<file path="src/rtl/fcf_pkg.sv">
package fcf_pkg;

   typedef enum logic [3:0] {
      CMD_NONE      = 4'd0,
      CMD_READ      = 4'd1,
      CMD_FREAD     = 4'd2,
      CMD_RDSTAT    = 4'd3,
      CMD_JID       = 4'd4,
      CMD_RDID      = 4'd5,
      CMD_ERS_SEC   = 4'd6,
      CMD_ERS_32K   = 4'd7,
      CMD_ERS_64K   = 4'd8,
      CMD_ERS_ALL   = 4'd9,
      CMD_PROG_BYTE = 4'd10,
      CMD_PROG_AAI  = 4'd11
   } cmd_e;

   typedef enum logic [1:0] {
      PH_OPC   = 2'd0,
      PH_ADDR  = 2'd1,
      PH_DUMMY = 2'd2,
      PH_DATA  = 2'd3
   } phase_e;

   // shape of a frame once the command byte is known
   typedef struct packed {
      logic       has_addr;
      logic       has_dummy;
      logic       streams;
      logic [1:0] in_bytes;
   } shape_t;

   function automatic cmd_e op_decode(input logic [7:0] op);
      case (op)
         8'h03:         return CMD_READ;
         8'h0B:         return CMD_FREAD;
         8'h05:         return CMD_RDSTAT;
         8'h9F:         return CMD_JID;
         8'h90, 8'hAB:  return CMD_RDID;
         8'h20:         return CMD_ERS_SEC;
         8'h52:         return CMD_ERS_32K;
         8'hD8:         return CMD_ERS_64K;
         8'h60, 8'hC7:  return CMD_ERS_ALL;
         8'h02:         return CMD_PROG_BYTE;
         8'hAD:         return CMD_PROG_AAI;
         default:       return CMD_NONE;
      endcase
   endfunction

   function automatic shape_t op_shape(input cmd_e c);
      case (c)
         CMD_READ:      return shape_t'{1'b1, 1'b0, 1'b1, 2'd0};
         CMD_FREAD:     return shape_t'{1'b1, 1'b1, 1'b1, 2'd0};
         CMD_RDSTAT,
         CMD_JID:       return shape_t'{1'b0, 1'b0, 1'b1, 2'd0};
         CMD_RDID:      return shape_t'{1'b1, 1'b0, 1'b1, 2'd0};
         CMD_ERS_SEC,
         CMD_ERS_32K,
         CMD_ERS_64K:   return shape_t'{1'b1, 1'b0, 1'b0, 2'd0};
         CMD_PROG_BYTE: return shape_t'{1'b1, 1'b0, 1'b0, 2'd1};
         CMD_PROG_AAI:  return shape_t'{1'b1, 1'b0, 1'b0, 2'd2};
         default:       return shape_t'{1'b0, 1'b0, 1'b0, 2'd0};
      endcase
   endfunction

endpackage

</file>
<file path="src/rtl/fcf_sync_edge.sv">
module fcf_sync_edge #(
   parameter int STAGES = 1
) (
   input  logic clk,
   input  logic rst_n,
   input  logic sck,
   input  logic csn,
   input  logic mosi,
   output logic s_cs,
   output logic s_mosi,
   output logic rise,
   output logic fall
);

   initial begin
      assert (STAGES >= 1 && STAGES <= 3)
         else $error("fcf_sync_edge: STAGES must be 1 to 3");
   end

   logic sck_s;
   logic sck_p;

   generate
      if (STAGES == 1) begin : g_one
         always_ff @(posedge clk) begin
            if (!rst_n) begin
               sck_s  <= 1'b0;
               s_cs   <= 1'b1;
               s_mosi <= 1'b0;
            end else begin
               sck_s  <= sck;
               s_cs   <= csn;
               s_mosi <= mosi;
            end
         end
      end else begin : g_multi
         logic [STAGES-1:0] sck_pipe;
         logic [STAGES-1:0] cs_pipe;
         logic [STAGES-1:0] mo_pipe;
         always_ff @(posedge clk) begin
            if (!rst_n) begin
               sck_pipe <= '0;
               cs_pipe  <= '1;
               mo_pipe  <= '0;
            end else begin
               sck_pipe <= {sck_pipe[STAGES-2:0], sck};
               cs_pipe  <= {cs_pipe[STAGES-2:0], csn};
               mo_pipe  <= {mo_pipe[STAGES-2:0], mosi};
            end
         end
         assign sck_s  = sck_pipe[STAGES-1];
         assign s_cs   = cs_pipe[STAGES-1];
         assign s_mosi = mo_pipe[STAGES-1];
      end
   endgenerate

   always_ff @(posedge clk) begin
      if (!rst_n) sck_p <= 1'b0;
      else        sck_p <= sck_s;
   end

   assign rise = sck_s & ~sck_p & ~s_cs;
   assign fall = ~sck_s & sck_p & ~s_cs;

endmodule

</file>
<file path="src/rtl/fcf_frame_ctl.sv">
module fcf_frame_ctl
   import fcf_pkg::*;
#(
   parameter int ADDR_BYTES = 3
) (
   input  logic                    clk,
   input  logic                    rst_n,
   input  logic                    s_cs,
   input  logic                    s_mosi,
   input  logic                    rise,
   output cmd_e                    cmd_o,
   output logic                    cmd_valid,
   output logic [8*ADDR_BYTES-1:0] addr_o,
   output logic                    ph_strobe,
   output phase_e                  ph_kind,
   output logic [7:0]              rx_byte,
   output logic                    rd_req,
   output logic                    load_req,
   output logic                    out_is_id
);

   localparam int AW  = 8 * ADDR_BYTES;
   localparam int BCW = $clog2(ADDR_BYTES + 2);

   initial begin
      assert (ADDR_BYTES >= 1 && ADDR_BYTES <= 4)
         else $error("fcf_frame_ctl: ADDR_BYTES must be 1 to 4");
   end

   typedef enum logic [2:0] {
      ST_OPC, ST_ADDR, ST_DUM, ST_DOUT, ST_DIN, ST_DONE, ST_IGN
   } st_e;

   function automatic st_e tail_of(input shape_t s);
      if (s.streams)           return ST_DOUT;
      if (s.in_bytes != 2'd0)  return ST_DIN;
      return ST_DONE;
   endfunction

   st_e              state, nxt;
   logic [2:0]       bitcnt;
   logic [6:0]       sr;
   logic [BCW-1:0]   bcnt;
   cmd_e             cmd_q, new_cmd, cur_cmd;
   shape_t           shape_q, new_shape;
   logic [AW-1:0]    addr_q;
   logic [7:0]       byte_now;
   logic             byte_end;

   always_comb begin
      byte_now  = {sr, s_mosi};
      byte_end  = rise && (bitcnt == 3'd7);
      new_cmd   = op_decode(byte_now);
      new_shape = op_shape(new_cmd);
      cur_cmd   = (state == ST_OPC) ? new_cmd : cmd_q;
   end

   // state after the byte now completing
   always_comb begin
      nxt = state;
      unique case (state)
         ST_OPC:
            if (new_cmd == CMD_NONE)     nxt = ST_IGN;
            else if (new_shape.has_addr)  nxt = ST_ADDR;
            else if (new_shape.has_dummy) nxt = ST_DUM;
            else                          nxt = tail_of(new_shape);
         ST_ADDR:
            if (bcnt == BCW'(ADDR_BYTES - 1))
               nxt = shape_q.has_dummy ? ST_DUM : tail_of(shape_q);
         ST_DUM:
            nxt = tail_of(shape_q);
         ST_DIN:
            if (bcnt == BCW'(shape_q.in_bytes - 2'd1)) nxt = ST_DONE;
         default: ;
      endcase
   end

   always_ff @(posedge clk) begin
      if (!rst_n) begin
         state     <= ST_OPC;
         bitcnt    <= '0;
         sr        <= '0;
         bcnt      <= '0;
         cmd_q     <= CMD_NONE;
         shape_q   <= '0;
         addr_q    <= '0;
         rx_byte   <= '0;
         ph_kind   <= PH_OPC;
         cmd_valid <= 1'b0;
         ph_strobe <= 1'b0;
         rd_req    <= 1'b0;
         load_req  <= 1'b0;
      end else begin
         cmd_valid <= 1'b0;
         ph_strobe <= 1'b0;
         rd_req    <= 1'b0;
         load_req  <= 1'b0;
         if (s_cs) begin
            state  <= ST_OPC;
            bitcnt <= '0;
            bcnt   <= '0;
         end else if (rise) begin
            sr     <= byte_now[6:0];
            bitcnt <= bitcnt + 3'd1;
            if (state == ST_ADDR) addr_q <= {addr_q[AW-2:0], s_mosi};
            if (byte_end) begin
               rx_byte  <= byte_now;
               state    <= nxt;
               bcnt     <= (nxt != state) ? '0 : bcnt + BCW'(1);
               load_req <= (nxt == ST_DOUT);
               rd_req   <= (nxt == ST_DOUT) && (cur_cmd != CMD_RDID);
               unique case (state)
                  ST_OPC: begin
                     cmd_q   <= new_cmd;
                     shape_q <= new_shape;
                     if (new_cmd != CMD_NONE) begin
                        cmd_valid <= 1'b1;
                        ph_strobe <= 1'b1;
                        ph_kind   <= PH_OPC;
                     end
                  end
                  ST_ADDR: begin
                     ph_strobe <= 1'b1;
                     ph_kind   <= PH_ADDR;
                  end
                  ST_DUM: begin
                     ph_strobe <= 1'b1;
                     ph_kind   <= PH_DUMMY;
                  end
                  ST_DOUT, ST_DIN: begin
                     ph_strobe <= 1'b1;
                     ph_kind   <= PH_DATA;
                  end
                  default: ;
               endcase
            end
         end
      end
   end

   assign cmd_o     = cmd_q;
   assign addr_o    = addr_q;
   assign out_is_id = (cmd_q == CMD_RDID);


   ign_silent_chk: assert property (@(posedge clk) disable iff (!rst_n)
      (state == ST_IGN) |=> (!ph_strobe && !cmd_valid && !load_req));


   abort_to_opcode_chk: assert property (@(posedge clk) disable iff (!rst_n)
      s_cs |=> (state == ST_OPC && bitcnt == 3'd0));


   valid_known_chk: assert property (@(posedge clk) disable iff (!rst_n)
      cmd_valid |-> (cmd_q != CMD_NONE));


   strobe_on_edge_chk: assert property (@(posedge clk) disable iff (!rst_n)
      ph_strobe |-> $past(rise));


   addr_hold_chk: assert property (@(posedge clk) disable iff (!rst_n)
      (state != ST_ADDR) |=> $stable(addr_q));

endmodule

</file>
<file path="src/rtl/fcf_tx_shift.sv">
module fcf_tx_shift #(
   parameter logic [7:0] MAN_ID       = 8'hA5,
   parameter logic [7:0] DEV_ID       = 8'h3C,
   parameter bit         ID_ALTERNATE = 1'b1
) (
   input  logic       clk,
   input  logic       rst_n,
   input  logic       s_cs,
   input  logic       fall,
   input  logic       load_req,
   input  logic       out_is_id,
   input  logic       id_a0,
   input  logic [7:0] rd_byte,
   output logic       miso,
   output logic       miso_oe
);

   logic [7:0] sh;
   logic       pend;
   logic       live;
   logic       first;
   logic       id_sel;
   logic       cur_sel;
   logic       nxt_sel;
   logic [7:0] src;

   always_comb begin
      cur_sel = first ? id_a0 : id_sel;
      src     = out_is_id ? (cur_sel ? DEV_ID : MAN_ID) : rd_byte;
   end

   generate
      if (ID_ALTERNATE) begin : g_alt
         assign nxt_sel = ~cur_sel;
      end else begin : g_fixed
         assign nxt_sel = cur_sel;
      end
   endgenerate

   always_ff @(posedge clk) begin
      if (!rst_n) begin
         sh     <= '0;
         pend   <= 1'b0;
         live   <= 1'b0;
         first  <= 1'b1;
         id_sel <= 1'b0;
      end else if (s_cs) begin
         pend  <= 1'b0;
         live  <= 1'b0;
         first <= 1'b1;
      end else begin
         pend <= (pend && !fall) || load_req;
         if (fall) begin
            if (pend) begin
               sh     <= src;
               live   <= 1'b1;
               first  <= 1'b0;
               id_sel <= nxt_sel;
            end else begin
               sh <= {sh[6:0], 1'b0};
            end
         end
      end
   end

   assign miso    = sh[7];
   assign miso_oe = live & ~s_cs;


   miso_fall_only_chk: assert property (@(posedge clk) disable iff (!rst_n)
      !fall |=> $stable(miso));


   oe_drop_chk: assert property (@(posedge clk) disable iff (!rst_n)
      s_cs |=> !miso_oe);

endmodule

</file>
<file path="src/rtl/flash_cmd_frontend.sv">
module flash_cmd_frontend
   import fcf_pkg::*;
#(
   parameter int         ADDR_BYTES   = 3,
   parameter int         SYNC_STAGES  = 1,
   parameter logic [7:0] MAN_ID       = 8'hA5,
   parameter logic [7:0] DEV_ID       = 8'h3C,
   parameter bit         ID_ALTERNATE = 1'b1
) (
   input  logic                    clk,
   input  logic                    rst_n,
   input  logic                    sck,
   input  logic                    csn,
   input  logic                    mosi,
   output logic                    miso,
   output logic                    miso_oe,
   output logic [3:0]              cmd_o,
   output logic                    cmd_valid,
   output logic [8*ADDR_BYTES-1:0] addr_o,
   output logic                    ph_strobe,
   output logic [1:0]              ph_kind,
   output logic [7:0]              rx_byte,
   output logic                    rd_req,
   input  logic [7:0]              rd_byte
);

   logic   s_cs, s_mosi, rise, fall;
   logic   load_req, out_is_id;
   cmd_e   cmd_w;
   phase_e kind_w;

   fcf_sync_edge #(.STAGES(SYNC_STAGES)) u_sync (
      .clk    (clk),
      .rst_n  (rst_n),
      .sck    (sck),
      .csn    (csn),
      .mosi   (mosi),
      .s_cs   (s_cs),
      .s_mosi (s_mosi),
      .rise   (rise),
      .fall   (fall)
   );

   fcf_frame_ctl #(.ADDR_BYTES(ADDR_BYTES)) u_ctl (
      .clk       (clk),
      .rst_n     (rst_n),
      .s_cs      (s_cs),
      .s_mosi    (s_mosi),
      .rise      (rise),
      .cmd_o     (cmd_w),
      .cmd_valid (cmd_valid),
      .addr_o    (addr_o),
      .ph_strobe (ph_strobe),
      .ph_kind   (kind_w),
      .rx_byte   (rx_byte),
      .rd_req    (rd_req),
      .load_req  (load_req),
      .out_is_id (out_is_id)
   );

   fcf_tx_shift #(
      .MAN_ID       (MAN_ID),
      .DEV_ID       (DEV_ID),
      .ID_ALTERNATE (ID_ALTERNATE)
   ) u_tx (
      .clk       (clk),
      .rst_n     (rst_n),
      .s_cs      (s_cs),
      .fall      (fall),
      .load_req  (load_req),
      .out_is_id (out_is_id),
      .id_a0     (addr_o[0]),
      .rd_byte   (rd_byte),
      .miso      (miso),
      .miso_oe   (miso_oe)
   );

   assign cmd_o   = cmd_w;
   assign ph_kind = kind_w;

endmodule

</file>
<file path="config.mk">
export PLATFORM = sky130hd
export DESIGN_NAME = flash_cmd_frontend
export DESIGN_NICKNAME = d
export VERILOG_FILES = /design/src/rtl/fcf_pkg.sv /design/src/rtl/fcf_sync_edge.sv /design/src/rtl/fcf_frame_ctl.sv /design/src/rtl/fcf_tx_shift.sv /design/src/rtl/flash_cmd_frontend.sv
export SDC_FILE = /design/constraint.sdc
export NUM_CORES = 1
export LEC_CHECK = 0
export ABC_AREA = 1
export BUFFER_PORTS_ARGS = -buffer_cell sky130_fd_sc_hd__buf_2
export CAP_MARGIN = 0
export CORE_ASPECT_RATIO = 0.7
export CORE_MARGIN = 2
export CORE_UTILIZATION = 56
export CTS_CLUSTER_DIAMETER = 50
export DETAILED_ROUTE_END_ITERATION = 12
export PLACE_DENSITY_LB_ADDON = 0.25
export SYNTH_ARGS = -nofsm -noshare
export SYNTH_HDL_FRONTEND = slang
export SYNTH_SLANG_ARGS = --single-unit
</file>
<file path="constraint.sdc">
create_clock -name clk -period 2.9 [get_ports clk]
set_input_delay 0.29 -clock clk [delete_from_list [all_inputs] [get_ports clk]]
set_output_delay 0.29 -clock clk [all_outputs]
set_load 0.02 [all_outputs]
</file>
# Word level (Yosys, flattened, before mapping)
# Memory sizes are Yosys's and may differ from the RTL's.
# Cells that the tools add are included.
[totals] reg_bits=78 rom_bits=80 inputBits=13 output_inout_bits=43 memories=1
[classes] add_sub_neg=3 n_eq_ne=25 n_mux=49 n_bitwise=13 reduce_logical=27
[mem_list] name="(no name shown)" words=16 word_bits=5 rd=1 rd_clocked_by_memory_dff=0 write_ports=0 line="fcf_pkg.sv:51" text="case (c)"
[ops] operator="2-to-1 mux 3 bit" count=17
[ops] operator="== test 8 bit (second input constant)" count=6
[ops] operator="one-hot mux 4 bit (11 select lines)" count=1
[ops] operator="2-to-1 mux 8 bit" count=3
[ops] operator="2-to-1 mux 1 bit" count=23
[ops] operator="== test 8 x 2 -> 1 bit (second input constant)" count=2
[ops] operator="== test 8 x 7 -> 1 bit (second input constant)" count=2
[ops] operator="== test 3 x 2 -> 1 bit (second input constant)" count=4
[ops] operator="one-hot mux 3 bit (4 select lines)" count=1
[ops] operator="AND reduction 3 bit" count=3
[ops] operator="== test 8 x 3 -> 1 bit (second input constant)" count=1
[ops] operator="== test 8 x 4 -> 1 bit (second input constant)" count=1
[ops] operator="== test 8 x 6 -> 1 bit (second input constant)" count=1
[ops] operator="inverter 1 bit" count=8
[ops] operator="one-hot mux 2 bit (4 select lines)" count=1
[ops] operator="AND reduction 2 bit" count=4
[ops] operator="nonzero test 4 bit" count=2
[ops] operator="OR reduction 2 bit" count=4
[ops] operator="OR reduction 4 bit" count=2
[ops] operator="adder 3 x 1 -> 3 bit (second input constant)" count=2
[ops] operator="== test 3 bit (second input constant)" count=2
[ops] operator="AND 1 bit" count=5
[ops] operator="AND reduction 5 bit" count=1
[ops] operator="OR reduction 5 bit" count=1
[ops] operator="other kinds (17)" count=20

# Depth between registers and ports, before layout
# Gate-level depths: netlist of run 1.
# An unclocked memory read counts as a cell.
[depth] depth_word=22 ltp_mapped=22

# By module
# From an unflattened synthesis of run 1, not the netlist that was laid out.
[unflattened] cells_unflattened=531 area_unflattened_um2=3742.3
[modules_own_cells] mod="fcf_frame_ctl" n_inst=1 cells_each=437 area_each_um2=3052.9
[modules_own_cells] mod="fcf_tx_shift" n_inst=1 cells_each=76 area_each_um2=554.3
[modules_own_cells] mod="fcf_sync_edge" n_inst=1 cells_each=18 area_each_um2=135.1

# Worst setup path before layout of run 1
# No wires, ideal clock.
[synth_timing] kind="flip-flop to flip-flop" startpoint="register u_ctl.sr[0]" endpoint="register u_ctl.bcnt[0]" setup_time_ns=0.065 t_arrival_ns=2.146 setup_slack_ns=0.689 stages_incl_launch_ff=20 n_path_buf=0 cell_sequence="dfxtp_1 inv_2 nand2_2 nor2_2 nand2_2 nand2_1 a221oi_1 nand2_1 inv_1 ha_1 inv_1 o211ai_1 nand2_1 nand2_1 nand2_1 a21oi_1 nand2_1 o21bai_2 nand2_1 nor2_1"
[synth_between] elab_chain_len=19 word_cells_on_any_way=39 classes_between="eq/ne: 14; mux: 20; reduce/logical: 4; memory: 1"
[synth_lines] item="start: declaration" line="fcf_frame_ctl.sv:42" text="logic [6:0] sr;"
[synth_lines] item="start signal: assignment" line="fcf_frame_ctl.sv:103" text="sr <= byte_now[6:0];"
[synth_lines] item="== test 8 x 7 -> 1 bit or == test 8 bit (tied branches)" line="fcf_pkg.sv:34" text="case (op)"
[synth_lines] item="OR reduction 2 bit" line="fcf_pkg.sv:34"
[synth_lines] item="one-hot mux 4 bit (11 select lines) *" line="fcf_pkg.sv:34"
[synth_lines] item="memory (16 x 5 bit)"
[synth_lines] item="nonzero test 2 bit" line="fcf_frame_ctl.sv:36" text="if (s.in_bytes != 2'd0) return ST_DIN;"
[synth_lines] item="2-to-1 mux 1 bit (2 in a row)" line="fcf_frame_ctl.sv:36"
[synth_lines] item="2-to-1 mux 1 bit" line="fcf_frame_ctl.sv:65" text="else if (new_shape.has_dummy) nxt = ST_DUM;"
[synth_lines] item="2-to-1 mux 1 bit" line="fcf_frame_ctl.sv:64" text="else if (new_shape.has_addr) nxt = ST_ADDR;"
[synth_lines] item="(+2 left out)"
[synth_lines] item="2-to-1 mux 3 bit" line="fcf_frame_ctl.sv:37" text="return ST_DONE;"
[synth_lines] item="2-to-1 mux 3 bit" line="fcf_frame_ctl.sv:36"
[synth_lines] item="2-to-1 mux 3 bit" line="fcf_frame_ctl.sv:65"
[synth_lines] item="2-to-1 mux 3 bit" line="fcf_frame_ctl.sv:64"
[synth_lines] item="2-to-1 mux 3 bit *" line="fcf_frame_ctl.sv:63" text="if (new_cmd == CMD_NONE) nxt = ST_IGN;"
[synth_lines] item="one-hot mux 3 bit (4 select lines) *" line="fcf_frame_ctl.sv:61" text="unique case (state)"
[synth_lines] item="inequality test 3 bit *" line="fcf_frame_ctl.sv:109" text="bcnt <= (nxt != state) ? '0 : bcnt + BCW'(1);"
[synth_lines] item="2-to-1 mux 3 bit *" line="fcf_frame_ctl.sv:109"
[synth_lines] item="end signal: assignment" line="fcf_frame_ctl.sv:109"
[synth_lines] item="end: declaration" line="fcf_frame_ctl.sv:43" text="logic [BCW-1:0] bcnt;"
# Every way passes the cells marked *; elsewhere a longest branch is shown, timed or not. The select of a mux whose other input is x is not followed.
# A chain may end at the register's enable or synchronous reset.

# Final worst setup path of run 1
[layout_timing] startpoint="register u_ctl.sr[2]" endpoint="register u_ctl.bcnt[1]"
# The elaborated chain is that of the path after synthesis.

==> impl_results.md, run 1 <==
- Clock Power Share: 39.6%
- Top cell by count, worst path: nand2_1
- TritonCTS clock tree: yes
- Clock-pin transition on the worst setup and hold timing paths: 0.08 ns
- Period utilisation layout: 89.6%
- Cell chain of the critical path: inv_2, nand2_1, nor2_1, nand2_1, nand2_1, a221oi_1, nand2_1, inv_1, ha_1, inv_1, o211ai_1, nand2_1, nand2_1, nand2_1, a21oi_1, nand2_1, o21bai_2, nand2_1, nor2_1
- Min Clock Period, post-route: 2.60 ns
- CP Launch Type: flop
- Share of post-route cells with drive strength above 1: 20.6%
- Warnings from Yosys: 0
- Final cell count without fillers: 636
- Multi-input logic area: 1740 um^2
- Crit-path slowest cell: dfxtp_1
- Min-delay worst type: in2reg
- Final WS setup: 0.302 ns
- Number of remaining DRC errors: 0
- Layout Utilization: 66.5%
- CORE AREA: 6220 um^2
- Register area: 1560 um^2
- Final WL: 8.44 mm
- Worst Path Max Fanout: 5
- FFs w/ async S/R, synth: 0%
- Register area share after synthesis: 43.3%
- Kind of critical path: reg2reg
- MaxCap Viol Count: 0
- Worst stage delay on the critical path: 0.40 ns
- Clk Latency, worst-skew pair: 0.36 ns
- Clock root buffer: clkbuf_8
- Initial core utilization: 58.0%
- Syn-to-layout area delta: 14.7%
- Worst path bufs/invs: 3
- Sequential power share: 54.7%
- Antenna fix cells: 0
- Max transition margin: 56.4%
- First-pass GRT wire length: 14.0 mm
- Number of synthesized flops with an enable pin: 0
- Number of global-route vias before repair: 2993
- Setup WS pre-CTS: 0.346 ns
- Syn avg cell area: 7.22 um^2
- FP Rows: 24
- Clock Skew: 0.0135 ns
- Worst Setup End Kind: flop
- Sw Share: 25.3%
- RR Endpoint: u_ctl.bcnt[1]$_SDFFE_PP0P_
- WL/cell: 13.3 um
- Die width: 99.9 um
- Final Max Slew Viols: 0
- Peak Freq: 385 MHz
- Top Family by Delay on Critical Path: simple AND/OR/NAND/NOR gates
- CTS Buffer Depth: 2
- Setup TNS Final: 0 ns
- Least-Margin Pin Slew: 0.653 ns
- 1st-iter DRT viols: 229
- Final setup viols: 0
- Switch Pwr: 503 uW
- Antenna violations before repair: 0
- Full die area: 7100 um^2
- # hold bufs at CTS: 0
- Hold path cells: 3
- DRT Pass-1 Iters: 5
- Int Power: 1.48 mW
- Height of the die: 71.1 um
- Final GP Congestion: 0.956
- Detailed placer's ending HPWL: 5.97 mm
- Pwr Total: 1.99 mW
- Post-synth cell types: 35
- Syn Nets: 522
- RSZ-0062 raised after global routing: false
- GRT overflow: 0
- TritonCTS Buffers: 9
- Mapped cell area: 3600 um^2
- Hold Path End: u_sync.s_mosi$_SDFF_PN0_
- Sinks on Clock Net: 78
- Vias per cell: 5.33
- Post-Synthesis Cells: 499
- Flops & latches, synth: 78
- I/O Buffers: 55
- Max VDD drop: 0.355 mV
- Predominant post-synthesis flop cell: dfxtp_1
- Inst Count DP: 620
- R2R setup slack: 0.30 ns
- Number of fill cells: 542
- DR vias: 3393
- H-tree Lvls: 3
- Arrival @ worst endpoint: 2.88 ns
- Combinational power share: 5.7%
- Req. time, crit path: 3.18 ns
- Final hold violation count: 0
- Total track usage: 24.9%
- P per Cell Area: 481 nW/um^2
- I/O Pins: 56
- FF-to-FF Start: u_ctl.sr[2]$_SDFFE_PN0P_
- Largest net degree at the start of global routing: 56
- Hold path start: mosi
- Postcts setup bufs: 0
- Pleak: 2.05 nW
- Antenna-violating nets left: 0
- Outcome: completed
- Fin nets: 576
- Reg2Reg Depth: 19
## registers in the layout, indices dropped and copies added (netlist names), 3 cells and up
register       flops
u_ctl.state        3
u_ctl.bitcnt       3
u_ctl.rx_byte      8
u_ctl.shape_q      4
u_ctl.cmd_o        4
u_tx.sh            8
u_ctl.bcnt         3
u_ctl.addr_o      24
u_ctl.sr           7
## cell usage after synthesis, types with 4 or more instances
library cell / n / area (um^2)
nor2_1: 90 / 338
dfxtp_1: 78 / 1560
o21ai_0: 68 / 340
nand2_1: 64 / 240
inv_1: 46 / 173
a21oi_1: 44 / 220
nand3_1: 14 / 70.1
clkbuf_1: 13 / 48.8
inv_2: 13 / 48.8
ha_1: 10 / 125
nand2_2: 10 / 62.6
o211ai_1: 6 / 45.0
nand3_2: 5 / 50.1
a211oi_1: 4 / 30.0
nor2_2: 4 / 25.0
## cells in the final DEF (no fill, tap or decap), types with 2 or more instances in the layout
| cell type | netlist | layout |
|---|---|---|
| a211oi_1 | 4 | 4 |
| a21oi_1 | 44 | 44 |
| buf_2 | 2 | 55 |
| buf_4 | 1 | 4 |
| clkbuf_8 | 0 | 11 |
| clkinv_4 | 0 | 2 |
| dfxtp_1 | 78 | 77 |
| ha_1 | 10 | 10 |
| inv_1 | 46 | 46 |
| inv_2 | 13 | 13 |
| inv_6 | 0 | 2 |
| nand2_1 | 64 | 64 |
| nand2_2 | 10 | 10 |
| nand3_1 | 14 | 14 |
| nand3_2 | 5 | 5 |
| nor2_1 | 90 | 90 |
| nor2_2 | 4 | 4 |
| nor3_1 | 2 | 2 |
| nor4_1 | 3 | 3 |
| o211ai_1 | 6 | 6 |
| o21ai_0 | 68 | 68 |
| o21ai_1 | 2 | 2 |
| o22ai_1 | 3 | 3 |
| xnor2_1 | 2 | 2 |
| xor2_1 | 3 | 3 |
## per-stage QoR
stage / cell area [um^2] / hold WS, ns
after CTS: 4130 / 0.111
after global routing: 4130 / 0.128
after detailed placement: 3940 / 0.420
final: 4130 / 0.124
after global placement: 3940 / 0.414
after floorplan: 3600 / 0.388
## final cells by class
cell class	instances	share of cell area (%)
clock buffer	11	3.66
clock inverter	5	0.969
inverter	61	5.60
multi-input combinational	344	42.2
sequential	78	37.8
tap	78	2.36
timing repair buffer	59	7.39
## what timing repair did
action                                  4_1_cts  5_1_grt
gates resized for setup                       0        1
hold endpoints to repair                      0        0
endpoints found under the setup margin        0        3
## tightest hold or removal path: cells and delay by family
| kind | cells | cell delay, ns |
|---|---|---|
| simple gates | 1 | 0.04 |
| buf+inv | 2 | 0.12 |
## power groups by stage
stage	registers, mW	clock network [mW]	logic (mW)
after floorplan	1.11	0	0.0833
after global placement	1.11	0	0.110
after detailed placement	1.11	0	0.111
after CTS	1.09	0.801	0.112
after global routing	1.09	0.843	0.126
final	1.09	0.787	0.113
## cells by family after synthesis
family / Yosys count / share of synthesized area (%)
adder cells (fa/ha/maj): 10 / 3.47
buffers and inverters: 77 / 8.26
AO/OA/AOI/OAI: 132 / 19.6
AND/OR/NAND/NOR: 197 / 24.1
XOR/XNOR: 5 / 1.22
flip-flops: 78 / 43.3
## worst max path at each step
stage | slack [ns] | endpoint | cells after the start | startpoint
after floorplan | 0.69 | u_ctl.bcnt[0]$_SDFFE_PP0P_ | 19 | u_ctl.sr[0]$_SDFFE_PN0P_
after global placement | 0.46 | u_ctl.bcnt[0]$_SDFFE_PP0P_ | 20 | u_sync.s_mosi$_SDFF_PN0_
after detailed placement | 0.35 | u_ctl.bcnt[1]$_SDFFE_PP0P_ | 19 | u_ctl.sr[0]$_SDFFE_PN0P_
after CTS | 0.31 | u_ctl.bcnt[1]$_SDFFE_PP0P_ | 19 | u_ctl.sr[0]$_SDFFE_PN0P_
after global routing | 0.006 | u_ctl.bcnt[2]$_SDFFE_PP0P_ | 19 | u_ctl.sr[2]$_SDFFE_PN0P_
final | 0.30 | u_ctl.bcnt[1]$_SDFFE_PP0P_ | 19 | u_ctl.sr[2]$_SDFFE_PN0P_
## layer usage
metal  global-route usage [%]  share of wire [%]  vias to the layer above
li1                         -                  -                     1731
met1                     34.9                 48                     1514
met2                     37.0                 43                      135
met3                     8.10                7.9                       13
met4                     7.46                1.5                        0
met5                        0                  0                        -
No activity file was read; power rests on OpenSTA's default activity.
==> run 2, diff against run 1 <==
ABC_AREA = default   (was 1)
CORE_UTILIZATION = 60   (was 56)
CTS_CLUSTER_DIAMETER = 60   (was 50)
clock period = 3.25 ns   (was 2.9 ns; I/O delays follow)
==> impl_results.md, run 2 <==
- Outcome: completed
- Number of remaining DRC errors: 0 (unchanged)
- CTS Buffer Depth: 2 (unchanged)
- Kind of critical path: reg2reg
- Largest net degree at the start of global routing: 66 (+18%)
- Share of post-route cells with drive strength above 1: 24.2% (+3.6 points)
- Post-synth cell types: 69 (+97%)
- Min Clock Period, post-route: 3.20 ns (+0.601 ns)
- Hold_ws: 0.159 ns (+0.0348 ns)
- FF-to-FF Start: u_ctl.sr[5]$_SDFFE_PN0P_
- Antenna fix cells: 0 (unchanged)
- Total track usage: 25.9% (+0.94 points)
- Warnings from Yosys: 0 (unchanged)
- Top cell by count, worst path: nor2_1
- Worst Path Max Fanout: 8 (+3)
- Sequential power share: 53.5% (-1.2 points)
- Largest area contributor in the netlist: dfxtp_1
- Clock root buffer: clkbuf_8
- Met2 Resource Use GR: 41.0% (+4.0 points)
- Most common library cell in the layout ignoring fill and taps: nand2_1
- Worst stage delay on the critical path: 0.55 ns (+0.15 ns)
- I/O Buffers: 55 (unchanged)
- Final hold violation count: 0 (unchanged)
- Top Family by Delay on Critical Path: simple AND/OR/NAND/NOR gates
- Combinational power share: 3.1% (-2.6 points)
- Vias per cell: 5.78 (+8.3%)
- Clock Power Share: 43.4% (+3.8 points)
- Worst path bufs/invs: 1 (-2)
- Final WL: 9.12 mm (+8.1%)
- Max transition margin: 41.6% (-15 points)
- Pwr Total: 1.80 mW (-9.4%)
- TritonCTS Buffers: 9 (unchanged)
- MaxCap Viol Count: 0 (unchanged)
- 1st-iter DRT viols: 113 (-51%)
- H-tree Lvls: 3 (unchanged)
- DRT Pass-1 Iters: 5 (unchanged)
- Peak Freq: 313 MHz (-19%)
- Final Max Slew Viols: 0 (unchanged)
- Arrival @ worst endpoint: 3.45 ns (+0.57 ns)
- TritonCTS clock tree: yes
- Max reg flops: 24 (unchanged)
- Worst Setup SP: u_ctl.sr[5]$_SDFFE_PN0P_
- Switch Pwr: 409 uW (-19%)
- Met3 usage: 7.22% (-0.88 points)
- Top Usage Layer GRT: met2
- Area contributors post-synth: dfxtp_1 40%, nand2_1 9.0%, a21boi_0 7.6%
- First-pass GRT wire length: 14.8 mm (+5.8%)
- Pleak: 1.88 nW (-8.2%)
- CP Launch Type: flop
- Synth top area share: 40.3% (-3.0 points)
- Final setup viols: 0 (unchanged)
- Syn avg cell area: 8.44 um^2 (+17%)
- Full die area: 7130 um^2 (+0.39%)
- Worst Setup End Kind: flop
- Syn Nets: 482 (-7.7%)
- Die width: 100 um (+0.20%)
- Mapped cell area: 3880 um^2 (+7.6%)
- GRT overflow: 0 (unchanged)
- Number of fill cells: 457 (-16%)
- Setup TNS Final: 0 ns (unchanged)
- Clock Skew: 0.00922 ns (-0.00432 ns)
- Antenna violations before repair: 0 (unchanged)
- P per Cell Area: 390 nW/um^2 (-19%)
- Sw Share: 22.7% (-2.6 points)
- Predominant post-synthesis flop cell: dfxtp_1
- Syn-to-layout area delta: 19.1%
- Least-Margin Pin Slew: 0.874 ns (+0.221 ns)
- FFs w/ async S/R, synth: 0% (unchanged)
- Final WS setup: 0.0510 ns (-0.251 ns)
- Period utilisation layout: 98.4% (+8.9 points)
- Max VDD drop: 0.208 mV (-41%)
- Top cell types by occurrence after synthesis: 93 x nand2_1, 78 x dfxtp_1, 39 x a21boi_0, 31 x nor2_1, 25 x clkbuf_1
- Inst Count DP: 578 (-6.8%)
- Final GP Congestion: 0.915 (-4.3%)
- Antenna-violating nets left: 0 (unchanged)
- Req. time, crit path: 3.50 ns (+0.32 ns)
- Most frequent cell after synthesis: nand2_1
- Cell chain of the critical path: or4bb_4, nor2_4, a22oi_1, nor2_1, nor2_1, o21ai_1, inv_1, ha_4, o211a_1, o311ai_4, a21oi_1, and4b_1, and3_1
- Number of global-route vias before repair: 3103 (+3.7%)
- Fin nets: 538 (-6.6%)
- Height of the die: 71.3 um (+0.19%)
- Commonest cells after routing, fill and taps aside: 93 x nand2_1, 76 x dfxtp_1, 55 x buf_2
- Register area share after synthesis: 40.3% (-3.0 points)
- Global Route met1 Usage: 35.4% (+0.52 points)
- Flops & latches, synth: 78 (unchanged)
- Hold path start: csn
- Setup WS pre-CTS: -0.0104 ns (-0.356 ns)
- I/O Pins: 56 (unchanged)
- Post-Synthesis Cells: 459 (-8.0%)
- Min-delay worst type: in2reg
- Crit-path slowest cell: or4bb_4
- CORE AREA: 6250 um^2 (+0.48%)
- Clock-pin transition on the worst setup and hold timing paths: 0.08 ns (about the same)
- Detailed placer's ending HPWL: 6.21 mm (+4.1%)
- Clk Latency, worst-skew pair: 0.35 ns (about the same)
- FP Rows: 24 (unchanged)
- DR vias: 3454 (+1.8%)
- Final cell count without fillers: 598 (-6.0%)
- Initial core utilization: 62.1% (+4.1 points)
- Sinks on Clock Net: 78 (unchanged)
- Int Power: 1.39 mW (-6.2%)
- Number of synthesized flops with an enable pin: 0 (unchanged)
- WL/cell: 15.2 um (+15%)
run 2: changes by cell type after synthesis, sizes merged, moves of 9 or more:
cell,previous run,this run
a21boi,0,40
a21oi,44,13
clkbuf,13,25
inv,60,15
mux2i,0,9
nand2,74,93
nand2b,0,10
nand3,19,10
nor2,96,31
nor2b,0,13
o21ai,70,5
run 2: final timing paths:
kind | end | slack (ns) | depth (start not counted)
worst max register to register | u_ctl.rd_req$_SDFF_PP0_ | 0.05 | 13
worst max-delay path | u_ctl.rd_req$_SDFF_PP0_ | 0.05 | 13
worst min register to register | u_ctl.rx_byte[6]$_SDFFE_PN0P_ | 0.47 | 2
worst min-delay path | u_sync.s_cs$_SDFF_PN1_ | 0.16 | 2
run 2: worst register-to-register path, stage by stage (launching register included):
cell      delay (ns)
dfxtp_4         0.38
or4bb_4         0.55
nor2_4          0.17
a22oi_1         0.10
nor2_1          0.15
nor2_1          0.05
o21ai_1         0.10
inv_1           0.11
ha_4            0.25
o211a_1         0.31
o311ai_4        0.36
a21oi_1         0.17
and4b_1         0.26
and3_1          0.14
run 2: routing by layer:
layer,vias up,wire (um)
li1,1709,-
met1,1620,4120
met2,105,4230
met3,20,620
met4,0,146
met5,-,0
run 2: kinds of logic after synthesis:
group / share of synthesized area (%)
buf+inv: 5.23
simple gates: 27.5
compound gates: 20.3
xor+xnor: 1.13
mux: 2.32
flops: 40.3
fa+ha+maj: 3.23
run 2: what timing repair did:
item | CTS | global route
endpoints found under the setup margin | 1 | 5
hold buffers | 0 | 0
resized for setup | 3 | 21
setup buffers | 2 | 2
pin swaps | 2 | 14
run 2: power groups by stage:
stage	clock (mW)	sequential, mW	combinational (mW)
after floorplan	0	0.983	0.0380
final	0.781	0.962	0.0562
after global placement	0	0.985	0.0516
after global routing	0.839	0.963	0.0610
after detailed placement	0	0.986	0.0526
after CTS	0.789	0.963	0.0529
run 2: cell type report:
type	instances	area (um^2)	share of cell area (%)
Clock buffer	11	151	3.28
Clock inverter	5	65.1	1.41
Inverter	15	56.3	1.22
Multi-Input combinational cell	333	2230	48.4
Timing Repair Buffer	78	448	9.70
Tap cell	78	97.6	2.11
Sequential cell	78	1570	33.9
run 2: per-stage QoR:
| step | cell area [um^2] | utilization (%) |
|---|---|---|
| floorplan | 3880 | - |
| detailed placement | 4250 | 68.0 |
| global placement | 4250 | 68.0 |
| global route | 4620 | 73.9 |
| finish | 4620 | 73.9 |
| CTS | 4490 | 71.8 |
